File: src/rtl/stack_xfer_seq.sv
module stack_xfer_seq #(
  parameter int DW  = 32,
  parameter int AW  = 32,
  parameter int RIW = 4
) (
  input  logic           clk,
  input  logic           rst_n,
  input  logic           start,
  input  logic           dir_pop,
  input  logic [7:0]     sel_mask,
  input  logic [AW-1:0]  sp_in,
  output logic [AW-1:0]  sp_out,
  output logic           done,
  output logic           busy,
  output logic           mem_req,
  output logic           mem_we,
  output logic [AW-1:0]  mem_addr,
  output logic [DW-1:0]  mem_wdata,
  input  logic [DW-1:0]  mem_rdata,
  input  logic           mem_ack,
  output logic [RIW-1:0] rf_raddr,
  input  logic [DW-1:0]  rf_rdata,
  output logic           rf_we,
  output logic [RIW-1:0] rf_waddr,
  output logic [DW-1:0]  rf_wdata
);
  localparam int NSLOT = 12;
  localparam int GAP   = NSLOT - 1;
  localparam int SW    = $clog2(NSLOT);
  localparam logic [AW-1:0] STEP = AW'(DW / 8);

  function automatic logic [RIW-1:0] slot_reg(input logic [SW-1:0] s);
    case (s)
      4'd0:    slot_reg = RIW'(2);
      4'd1:    slot_reg = RIW'(3);
      4'd2:    slot_reg = RIW'(6);
      4'd3:    slot_reg = RIW'(7);
      4'd4:    slot_reg = RIW'(0);
      4'd5:    slot_reg = RIW'(1);
      4'd6:    slot_reg = RIW'(4);
      4'd7:    slot_reg = RIW'(5);
      4'd8:    slot_reg = RIW'(8);
      4'd9:    slot_reg = RIW'(9);
      4'd10:   slot_reg = RIW'(10);
      default: slot_reg = RIW'(0);
    endcase
  endfunction

  logic             pop_q;
  logic [NSLOT-1:0] pend_q;
  logic [AW-1:0]    sp_q;
  logic [SW-1:0]    cur;
  logic [NSLOT-1:0] en_in, pend_nx;
  logic [AW-1:0]    sp_nx;
  logic             cur_gap, adv;

  assign en_in = {{8{sel_mask[3]}}, sel_mask[4], sel_mask[5], sel_mask[6], sel_mask[7]};

  always_comb begin
    cur = '0;
    if (pop_q) begin
      for (int k = 0; k < NSLOT; k++)
        if (pend_q[k]) cur = SW'(k);
    end else begin
      for (int k = NSLOT - 1; k >= 0; k--)
        if (pend_q[k]) cur = SW'(k);
    end
  end

  assign cur_gap  = (cur == SW'(GAP));
  assign mem_req  = busy && !cur_gap;
  assign mem_we   = mem_req && !pop_q;
  assign mem_addr = pop_q ? sp_q : sp_q - STEP;
  assign mem_wdata = rf_rdata;
  assign rf_raddr = slot_reg(cur);
  assign rf_waddr = slot_reg(cur);
  assign rf_we    = mem_req && pop_q && mem_ack;
  assign rf_wdata = mem_rdata;
  assign adv      = busy && (cur_gap || mem_ack);
  assign sp_nx    = pop_q ? sp_q + STEP : sp_q - STEP;
  assign pend_nx  = pend_q & ~(NSLOT'(1) << cur);

  always_ff @(posedge clk or negedge rst_n) begin
    if (!rst_n) begin
      busy   <= 1'b0;
      done   <= 1'b0;
      pop_q  <= 1'b0;
      pend_q <= '0;
      sp_q   <= '0;
      sp_out <= '0;
    end else begin
      done <= 1'b0;
      if (!busy && start) begin
        if (en_in == '0) begin
          done   <= 1'b1;
          sp_out <= sp_in;
        end else begin
          busy   <= 1'b1;
          pop_q  <= dir_pop;
          pend_q <= en_in;
          sp_q   <= sp_in;
        end
      end else if (adv) begin
        sp_q   <= sp_nx;
        pend_q <= pend_nx;
        if (pend_nx == '0) begin
          busy   <= 1'b0;
          done   <= 1'b1;
          sp_out <= sp_nx;
        end
      end
    end
  end
endmodule


File: config.mk
export PLATFORM = sky130hd
export DESIGN_NAME = stack_xfer_seq
export DESIGN_NICKNAME = d
export VERILOG_FILES = /design/src/rtl/stack_xfer_seq.sv
export SDC_FILE = /design/constraint.sdc
export NUM_CORES = 1
export LEC_CHECK = 0
export BUFFER_PORTS_ARGS = -buffer_cell sky130_fd_sc_hd__buf_2
export CORE_MARGIN = 1.5
export CORE_UTILIZATION = 43
export CTS_BUF_LIST = sky130_fd_sc_hd__clkbuf_4
export DETAILED_ROUTE_END_ITERATION = 7
export PLACE_DENSITY = 0.74
export SETUP_SLACK_MARGIN = 0.2
export SLEW_MARGIN = 20
export SYNTH_ARGS = -nofsm -noshare
export SYNTH_HDL_FRONTEND = slang
export SYNTH_SLANG_ARGS = --single-unit
File: constraint.sdc
create_clock -name clk -period 8.69 [get_ports clk]
set_input_delay 0.869 -clock clk [delete_from_list [all_inputs] [get_ports clk]]
set_output_delay 0.869 -clock clk [all_outputs]
set_load 0.1 [all_outputs]
==> results of run 1 <==
==> critical path, stage by stage (launching register included) <==
cell and delay, ns:
dfrtp_1 0.65, nor4_2 0.53, nor3b_1 0.71, nand3_1 0.37, nor4_1 0.39, xor2_1 0.21, buf_2 0.45
==> cell usage after synthesis (all sizes together) (3+ instances only) <==
| library cell | instances | area share (%) |
|---|---|---|
| a21boi | 3 | 0.40 |
| a21oi | 38 | 3.4 |
| a22o | 5 | 0.77 |
| a31oi | 7 | 0.88 |
| a41oi | 4 | 0.62 |
| and2 | 3 | 0.33 |
| and3 | 6 | 0.66 |
| buf | 80 | 10 |
| clkbuf | 27 | 1.8 |
| dfrtp | 79 | 35 |
| ha | 4 | 0.88 |
| inv | 23 | 1.5 |
| mux2 | 36 | 8.2 |
| mux2i | 20 | 3.5 |
| nand2 | 66 | 4.4 |
| nand2b | 5 | 0.55 |
| nand3 | 11 | 0.97 |
| nor2 | 57 | 3.8 |
| nor3 | 9 | 0.80 |
| nor3b | 3 | 0.40 |
| nor4 | 12 | 1.9 |
| o21ai | 38 | 3.4 |
| or2 | 6 | 0.71 |
| or3 | 5 | 0.55 |
| or4 | 4 | 0.53 |
| xnor2 | 20 | 3.1 |
| xor2 | 34 | 5.3 |
==> area by class of cell <==
class	instances	area share, %
clock buffer	9	1.13
clock inverter	6	1.44
inverter	24	1.50
sequential	79	33.0
tap	172	3.59
multi-input combinational	427	48.7
timing repair buffer	123	10.6
==> cells by family after synthesis <==
logic type	after synthesis	share of synthesized area, %
fa+ha+maj	5	1.06
buf+inv	131	13.9
simple gates	197	17.0
xor+xnor	54	8.36
mux	56	11.8
flops	79	34.9
compound gates	115	13.1
==> layout by cell type, fill, tap and decap left out, types with 7 or more instances in the layout <==
master	synthesis	final
buf_2	3	117
dfrtp_1	79	79
nand2_1	66	66
nor2_1	57	57
a21oi_1	38	38
o21ai_0	35	35
xor2_1	34	34
inv_1	23	23
xnor2_1	20	20
mux2i_1	20	20
mux2_2	20	20
mux2_4	16	16
nand3_1	11	11
nor3_1	9	9
clkbuf_4	0	9
nor4_1	8	7
==> per-stage QoR <==
stage | area, sq um | hold slack [ns]
finish | 5990 | 0.419
global route | 5990 | 0.487
CTS | 5980 | 0.523
detailed placement | 5830 | 0.490
global placement | 5830 | 0.489
floorplan | 5660 | 0.504
==> state kept, by name, summed over array words and instances, names as in the netlist <==
register	cells
pend_q	12
sp_q	32
sp_out	32
pop_q	1
busy	1
done	1
==> worst min-delay path by stage <==
stage / startpoint / to / slack (ns) / cells after the start
after floorplan: sp_q[0]$_DFFE_PN0P_ / sp_q[0]$_DFFE_PN0P_ / 0.50 / 1
after global placement: sp_out[12]$_DFFE_PN0P_ / sp_out[12]$_DFFE_PN0P_ / 0.49 / 1
after detailed placement: sp_out[22]$_DFFE_PN0P_ / sp_out[22]$_DFFE_PN0P_ / 0.49 / 1
after CTS: sp_out[22]$_DFFE_PN0P_ / sp_out[22]$_DFFE_PN0P_ / 0.52 / 1
after global routing: rst_n / sp_out[19]$_DFFE_PN0P_ / 0.49 / 1
final: rst_n / sp_out[19]$_DFFE_PN0P_ / 0.42 / 1
==> layer usage <==
metal	vias up	global-route usage, %	part of all wire [%]
met1	2119	27.3	47
met4	0	7.24	2.0
met3	46	5.28	7.1
li1	2163	-	-
met2	150	30.3	44
met5	-	0	0
==> results.md, run 1 <==
- Synth Flop Type: dfrtp_1
- Setup WS pre-CTS: roughly 4.5 ns
- Site Rows: 41
- Max cap viols: 0
- Layout cell share with drive strength beyond 1: between 20% and 30%
- Crit path to: mem_addr[31]
- Worst slew pin tran: 0.979 ns
- CTS tree: done
- Synth unique cells: 65
- Post-Route Utilization: between 40 and 50%
- DIE WIDTH: ~120 microns
- Final worst clock skew: roughly 0.033 ns
- Layout net count: just under 800
- Port Buf Inserts: approximately 120
- Req. time, crit path: ~7.8 ns
- DR WL/cell: ~16 microns
- Reg-to-Reg Start: pop_q$_DFFE_PN0P_
- CTS root buffer: clkbuf_4
- First-pass GRT wire length: roughly 22000 microns
- WL final: around 14000 microns
- Cts repair resizes: 0
- Starting density of the core: 44.5%
- Largest fanout on the critical path: 17
- Longest Clk Path Bufs: 2
- Fill cells: between 1000 and 1500
- Synthesis Warnings: 0
- Pre-antenna DRT Iters: 5
- Register Area: 1980 sq um
- Worst min path class: in2async
- Vias in the first global route: around 4400
- Worst setup EP type: primary output
- Starting DRT DRC Count: 308
- PnR worst setup slack: a little over 4 ns
- Asr flop ratio synth: 100%
- Worst reg2reg setup slack: 5.11 ns
- Clk pin slew, worst setup/hold paths: roughly 0.15 ns
- # setup viols final: 0
- Mean Syn Cell Area: between 8 and 9 sq um
- GRT overflow: 0
- Status: complete, no violations
- Initial antenna violation count: 0
- Footprint of the multi-input gates: 2920 sq um
- Antenna cell count: 0
- Crit path from: pop_q$_DFFE_PN0P_
- Seq/Total Area, Yosys: between 30% and 40%
- Vias per cell: 5.33
- Synthesized flop and latch total: between 70 and 80
- Hold buffer count at cts: 0
- Largest net degree at the start of global routing: 80
- DP HPWL: a little under 10000 microns
- Area delta synth->final: 5.84%
- Min Tclk post-route: approximately 4.6 ns
- R2R Path End: sp_out[25]$_DFFE_PN0P_
- Mapped Nets: 750
- Startpoint class of the critical path: register
- Die area: roughly 14000 sq um
- Post-synth EDFFs: 0
- Ports: between 200 and 300
- Slew margin rel.: roughly a third
- TritonCTS Buffers: 9
- ANT nets after route: 0
- GRT Overall Usage: 19.9%
- Drt drc: 0
- FF-to-FF path depth: 9
- Final worst path period share: between 50% and 60%
- Finished Layout Cells: 840
- Clock insertion delay at the later pin of the skew report: 0.44 ns
- Netlist Area Pre-Place: 5660 sq um
- DR vias: approximately 4500
- Die height: 118 microns
- Setup bufs post-CTS: 0
- Final Hold Viols: 0
- Critical setup path kind: reg2out
- Critical path data arrival time: between 3 and 4 ns
- Syn Inst Count: approximately 640
- Unrepaired setup endpoints after global routing: no
- RD Place Congestion: 0.903
- CTS Sinks: 79
- Slew Viols, Final: 0
- Final TNS setup: 0 ns
- H-tree depth: 3
- Fmax: ~220 MHz
- Placed insts: 825
- CORE AREA: between 10000 and 15000 sq um
Power of run 1 is not shown: default switching activity piles up to over one toggle a cycle in this logic, so the estimate is an artifact.
==> run 2, diff against run 1 <==
Clock period 8.69 ns to 4.4 ns, I/O delays scaled along.
==> results.md, run 2 (same netlist as run 1, synthesis figures left out) <==
- Status: finished, violations left (was complete, no violations)
- Failing checks: hold timing
- CTS root buffer: clkbuf_4 (unchanged)
- CTS tree: done (unchanged)
- Die height: 118 microns (unchanged)
- Unrepaired setup endpoints after global routing: no (unchanged)
- Post-route cell area: 6100 sq um (was 5990 sq um)
- H-tree depth: 3 (unchanged)
- # setup viols final: 0 (unchanged)
- Final worst path period share: roughly nine tenths
- Reg-to-Reg Start: pend_q[10]$_DFFE_PN0P_ (was pop_q$_DFFE_PN0P_)
- Final TNS setup: 0 ns (unchanged)
- Vias in the first global route: 4395 (was 4380)
- DP HPWL: 9980 microns (was 9600 microns)
- WL final: 13800 microns (was 13700 microns)
- Worst slew pin tran: 0.883 ns (was 0.979 ns)
- Drt drc: 0 (unchanged)
- Max cap viols: 0 (unchanged)
- Largest net degree at the start of global routing: 80 (unchanged)
- CORE AREA: 12700 sq um (unchanged)
- Crit path from: sp_q[2]$_DFFE_PN0P_ (was pop_q$_DFFE_PN0P_)
- Largest fanout on the critical path: 5 (was 17)
- Starting density of the core: 44.5% (unchanged)
- R2R Path End: sp_out[9]$_DFFE_PN0P_ (was sp_out[25]$_DFFE_PN0P_)
- First-pass GRT wire length: 22400 microns (about the same)
- Initial antenna violation count: 1 (was 0)
- CTS Sinks: 79 (unchanged)
- TritonCTS Buffers: 9 (unchanged)
- Worst reg2reg setup slack: 0.77 ns (was 5.11 ns)
- GRT Overall Usage: 20.1% (was 19.9%)
- Area after DPL: 5930 sq um (was 5830 sq um)
- ANT nets after route: 0 (unchanged)
- Layout cell share with drive strength beyond 1: 30.0% (was 28.4%)
- Fin Hold WS: -0.0225 ns (was 0.419 ns)
- Slew margin rel.: 41.1% (was 34.7%)
- Site Rows: 41 (unchanged)
- Starting DRT DRC Count: 314 (was 308)
- Longest Clk Path Bufs: 2 (unchanged)
- Worst min path class: in2async (unchanged)
- DIE WIDTH: 118 microns (unchanged)
- Commonest non-fill, non-tap cells in the layout: buf_2, dfrtp_1, nand2_1, nor2_1, a21oi_1 (unchanged)
- DR vias: 4531 (was 4478)
- Area delta synth->final: 7.78% (was 5.84%)
- Min Tclk post-route: 3.96 ns
- Worst setup EP type: primary output (unchanged)
- GRT overflow: 0 (unchanged)
- FF-to-FF path depth: 9 (unchanged)
- Final Hold Viols: 17 (was 0)
- PnR worst setup slack: 0.442 ns (was 4.05 ns)
- Setup WS pre-CTS: 0.758 ns (was 4.53 ns)
- Req. time, crit path: 3.96 ns (was 7.82 ns)
- Clk pin slew, worst setup/hold paths: 0.13 ns (was 0.15 ns)
- Pre-antenna DRT Iters: 5 (unchanged)
- Fmax: between 200 and 300 MHz
- Port Buf Inserts: 118 (unchanged)
- Most common library cell in the layout ignoring fill and taps: buf_2 (unchanged)
- Hold buffer count at cts: 0 (unchanged)
- Slew Viols, Final: 0 (unchanged)
- Ports: 250 (unchanged)
- Layout net count: 789 (was 777)
- Final worst clock skew: 0.0155 ns (was 0.0331 ns)
- Critical path data arrival time: 3.52 ns (was 3.77 ns)
- Clock insertion delay at the later pin of the skew report: 0.47 ns (was 0.44 ns)
- Vias per cell: 5.31 (was 5.33)
- RD Place Congestion: 0.909 (was 0.903)
- Startpoint class of the critical path: register (unchanged)
- Die area: 13900 sq um (unchanged)
- Top Registers: sp_out (32), sp_q (32), pend_q (12) (unchanged)
- DR WL/cell: 16.2 microns (was 16.3 microns)
- Critical setup path kind: reg2out (unchanged)
==> run 2: stage by stage <==
stage / util (%) / std cells
after floorplan: - / 637
after global routing: 47.9 / 853
after CTS: 47.7 / 851
final: 48.0 / 854
after global placement: 46.6 / 835
after detailed placement: 46.6 / 835
==> run 2: worst max path at each step <==
stage	cells past startpoint	slack (ns)	endpoint
floorplan	7	0.24	mem_addr[15]
global placement	9	0.78	mem_addr[28]
detailed placement	9	0.76	mem_addr[28]
CTS	9	0.23	mem_addr[28]
global route	9	0.23	mem_addr[30]
finish	9	0.44	mem_addr[30]
==> run 2: final cells by class <==
cell class | count | area, sq um
repair buffers | 135 | 742
fillers | 1271 | 6620
clock buffers | 10 | 75.1
diodes | 1 | 2.50
inverters | 24 | 90.1
clock inverters | 6 | 61.3
well taps | 172 | 215
flip-flops and latches | 79 | 1980
multi-input cells | 427 | 2940
==> run 2: what timing repair did <==
item / CTS / global route
buffers inserted: 0 / 2
gates resized for setup: 0 / 3
setup endpoints to repair: 0 / 3
==> run 2: critical path, stage by stage (launching register included) <==
cell	delay [ns]
dfrtp_1	0.43
inv_1	0.15
ha_1	0.18
or3b_2	0.52
nor4_2	0.40
nand3b_1	0.13
buf_4	0.18
or4b_1	0.54
xnor2_2	0.18
clkbuf_4	0.35
==> run 2: metal layers <==
layer  track usage [%]  up-vias  share of wire [%]
met5                 0        -                  0
met4              9.38        0                3.3
met3              4.46       62                6.9
met2              30.7      158                 43
met1              27.0     2124                 47
li1                  -     2187                  -
Power of run 2 is left out for the same reason.
==> run 3, diff against run 2 <==
Settings changed: CTS_BUF_LIST sky130_fd_sc_hd__clkbuf_4 to sky130_fd_sc_hd__clkbuf_16.
==> results.md, run 3 (same netlist as run 1, synthesis figures left out) <==
- Worst slew pin tran: 0.932 ns (was 0.883 ns)
- Finished Layout Cells: 852 (was 854)
- Worst min path class: in2async (unchanged)
- Area delta synth->final: 10.1% (was 7.78%)
- Fill cells: 1260 (was 1271)
- CP max stage delay: 0.62 ns (was 0.54 ns)
- CTS root buffer: clkbuf_16 (was clkbuf_4)
- GRT overflow: 0 (unchanged)
- Post-route cell area: 6230 sq um (was 6100 sq um)
- Drt drc: 0 (unchanged)
- Top Registers: sp_out (32), sp_q (32), pend_q (12) (unchanged)
- ANT nets after route: 0 (unchanged)
- FF-to-FF path depth: 9 (unchanged)
- Commonest non-fill, non-tap cells in the layout: buf_2, dfrtp_1, nand2_1, nor2_1, a21oi_1 (unchanged)
- Cell count along the critical path: 8 (was 9)
- DIE WIDTH: 118 microns (unchanged)
- Clock insertion delay at the later pin of the skew report: 0.34 ns (was 0.47 ns)
- H-tree depth: 3 (unchanged)
- Vias in the first global route: 4402 (was 4395)
- Final Hold Viols: 0 (was 17)
- Worst-path cell chain: inv_1, ha_1, or3b_2, nor4_2, nand3b_1, or4b_1, xnor2_2, buf_2 (was inv_1, ha_1, or3b_2, nor4_2, nand3b_1, buf_4, or4b_1, xnor2_2, clkbuf_4)
- Most common library cell in the layout ignoring fill and taps: buf_2 (unchanged)
- Hold buffer count at cts: 0 (unchanged)
- TritonCTS Buffers: 9 (unchanged)
- Reg-to-Reg Start: pend_q[10]$_DFFE_PN0P_ (unchanged)
- Final TNS setup: 0 ns (unchanged)
- Critical setup path kind: reg2out (unchanged)
- # setup viols final: 0 (unchanged)
- Vias per cell: 5.29 (was 5.31)
- Critical path data arrival time: 3.57 ns (was 3.52 ns)
- PnR worst setup slack: 0.392 ns (was 0.442 ns)
- Min Tclk post-route: 4.01 ns (was 3.96 ns)
- Final worst clock skew: 0.00483 ns (was 0.0155 ns)
- Layout net count: 787 (was 789)
- Die height: 118 microns (unchanged)
- R2R Path End: sp_out[9]$_DFFE_PN0P_ (unchanged)
- Placed insts: 835 (unchanged)
- GRT Overall Usage: 20.1% (about the same)
- Req. time, crit path: 3.96 ns (about the same)
- CTS tree: done (unchanged)
- Site Rows: 41 (unchanged)
- Cts repair resizes: 0 (unchanged)
- Longest Clk Path Bufs: 2 (unchanged)
- Crit path from: sp_q[2]$_DFFE_PN0P_ (unchanged)
- CTS Sinks: 79 (unchanged)
- Unrepaired setup endpoints after global routing: yes (was no)
- Clk pin slew, worst setup/hold paths: 0.06 ns (was 0.13 ns)
- Slew Viols, Final: 0 (unchanged)
- Crit-path leading delay family: simple AND/OR/NAND/NOR gates (unchanged)
- Area after DPL: 5930 sq um (unchanged)
- Register Area: 1980 sq um (unchanged)
- Starting density of the core: 44.5% (unchanged)
- Crit path to: mem_addr[30] (unchanged)
- DR vias: 4509 (was 4531)
- Starting DRT DRC Count: 272 (was 314)
- Pre-antenna DRT Iters: 5 (unchanged)
- Fmax: 249 MHz (was 253 MHz)
- RD Place Congestion: 0.909 (unchanged)
- Setup WS pre-CTS: 0.758 ns (unchanged)
- Port Buf Inserts: 118 (unchanged)
- Initial antenna violation count: 1 (unchanged)
- Die area: 13900 sq um (unchanged)
- Status: complete, no violations (was finished, violations left)
- Layout cell share with drive strength beyond 1: 29.6% (was 30.0%)
- Largest fanout on the critical path: 6 (was 5)
- Startpoint class of the critical path: register (unchanged)
- Ports: 250 (unchanged)
- Worst reg2reg setup slack: 0.82 ns (was 0.77 ns)
- DR WL/cell: 16.1 microns (was 16.2 microns)
- First-pass GRT wire length: 22400 microns (about the same)
- Max cap viols: 0 (unchanged)
- DP HPWL: 9980 microns (unchanged)
- Setup bufs post-CTS: 0 (unchanged)
- CP max stage cell: or4b_1 (unchanged)
- Footprint of the multi-input gates: 2940 sq um (unchanged)
- CORE AREA: 12700 sq um (unchanged)
- Largest net degree at the start of global routing: 80 (unchanged)
- Crit path buf inv count: 2 (was 3)
- Final worst path period share: 91.1% (was 89.9%)
- Slew margin rel.: 37.9% (was 41.1%)
- WL final: 13700 microns (was 13800 microns)
- Worst setup EP type: primary output (unchanged)
run 3: cell count changes in the layout (fill, tap and decap cells not counted):
| cell | delta |
|---|---|
| inv_1 | +1 |
| buf_4 | -2 |
| buf_2 | +2 |
| clkbuf_4 | -12 |
| clkbuf_16 | +9 |
run 3: stage by stage:
step	util [%]	hold slack, ns
detailed placement	46.6	0.493
floorplan	-	0.144
finish	49.0	0.134
global route	49.0	0.200
global placement	46.6	0.488
CTS	48.9	0.314
run 3: per-layer routing:
| layer | global-route usage, % | wire [microns] | vias to the layer above |
|---|---|---|---|
| li1 | - | - | 2186 |
| met1 | 26.8 | 6240 | 2128 |
| met2 | 30.8 | 6040 | 143 |
| met3 | 4.84 | 1020 | 52 |
| met4 | 9.22 | 432 | 0 |
| met5 | 0 | 0 | - |
run 3: worst min path at each step:
stage | slack, ns | depth (start not counted) | to | start
5_1_grt | 0.20 | 1 | sp_out[14]$_DFFE_PN0P_ | rst_n
2_1_floorplan | 0.14 | 0 | busy$_DFFE_PN0P_ | rst_n
6_report | 0.13 | 1 | sp_out[14]$_DFFE_PN0P_ | rst_n
3_3_place_gp | 0.49 | 1 | sp_out[23]$_DFFE_PN0P_ | sp_out[23]$_DFFE_PN0P_
4_1_cts | 0.31 | 3 | pop_q$_DFFE_PN0P_ | dir_pop
3_5_place_dp | 0.49 | 1 | sp_out[24]$_DFFE_PN0P_ | sp_out[24]$_DFFE_PN0P_
run 3: final cells by class:
class                   instances  share of cell area (%)
multi-input cells             427                    47.1
flip-flops and latches         79                    31.7
repair buffers                133                    11.6
clock buffers                   9                    3.61
well taps                     172                    3.45
inverters                      24                    1.44
clock inverters                 7                    1.04
diodes                          1                  0.0401
run 3: worst reg2reg max path, delay by kind of cell, from the launching register on:
kind | cells | cell delay (ns)
and+or+nand+nor | 4 | 1.07
buffers and inverters | 1 | 0.37
DFF | 1 | 0.45
muxes | 2 | 0.63
AOI/OAI and AO/OA | 2 | 0.96
Power of run 3 is left out for the same reason.
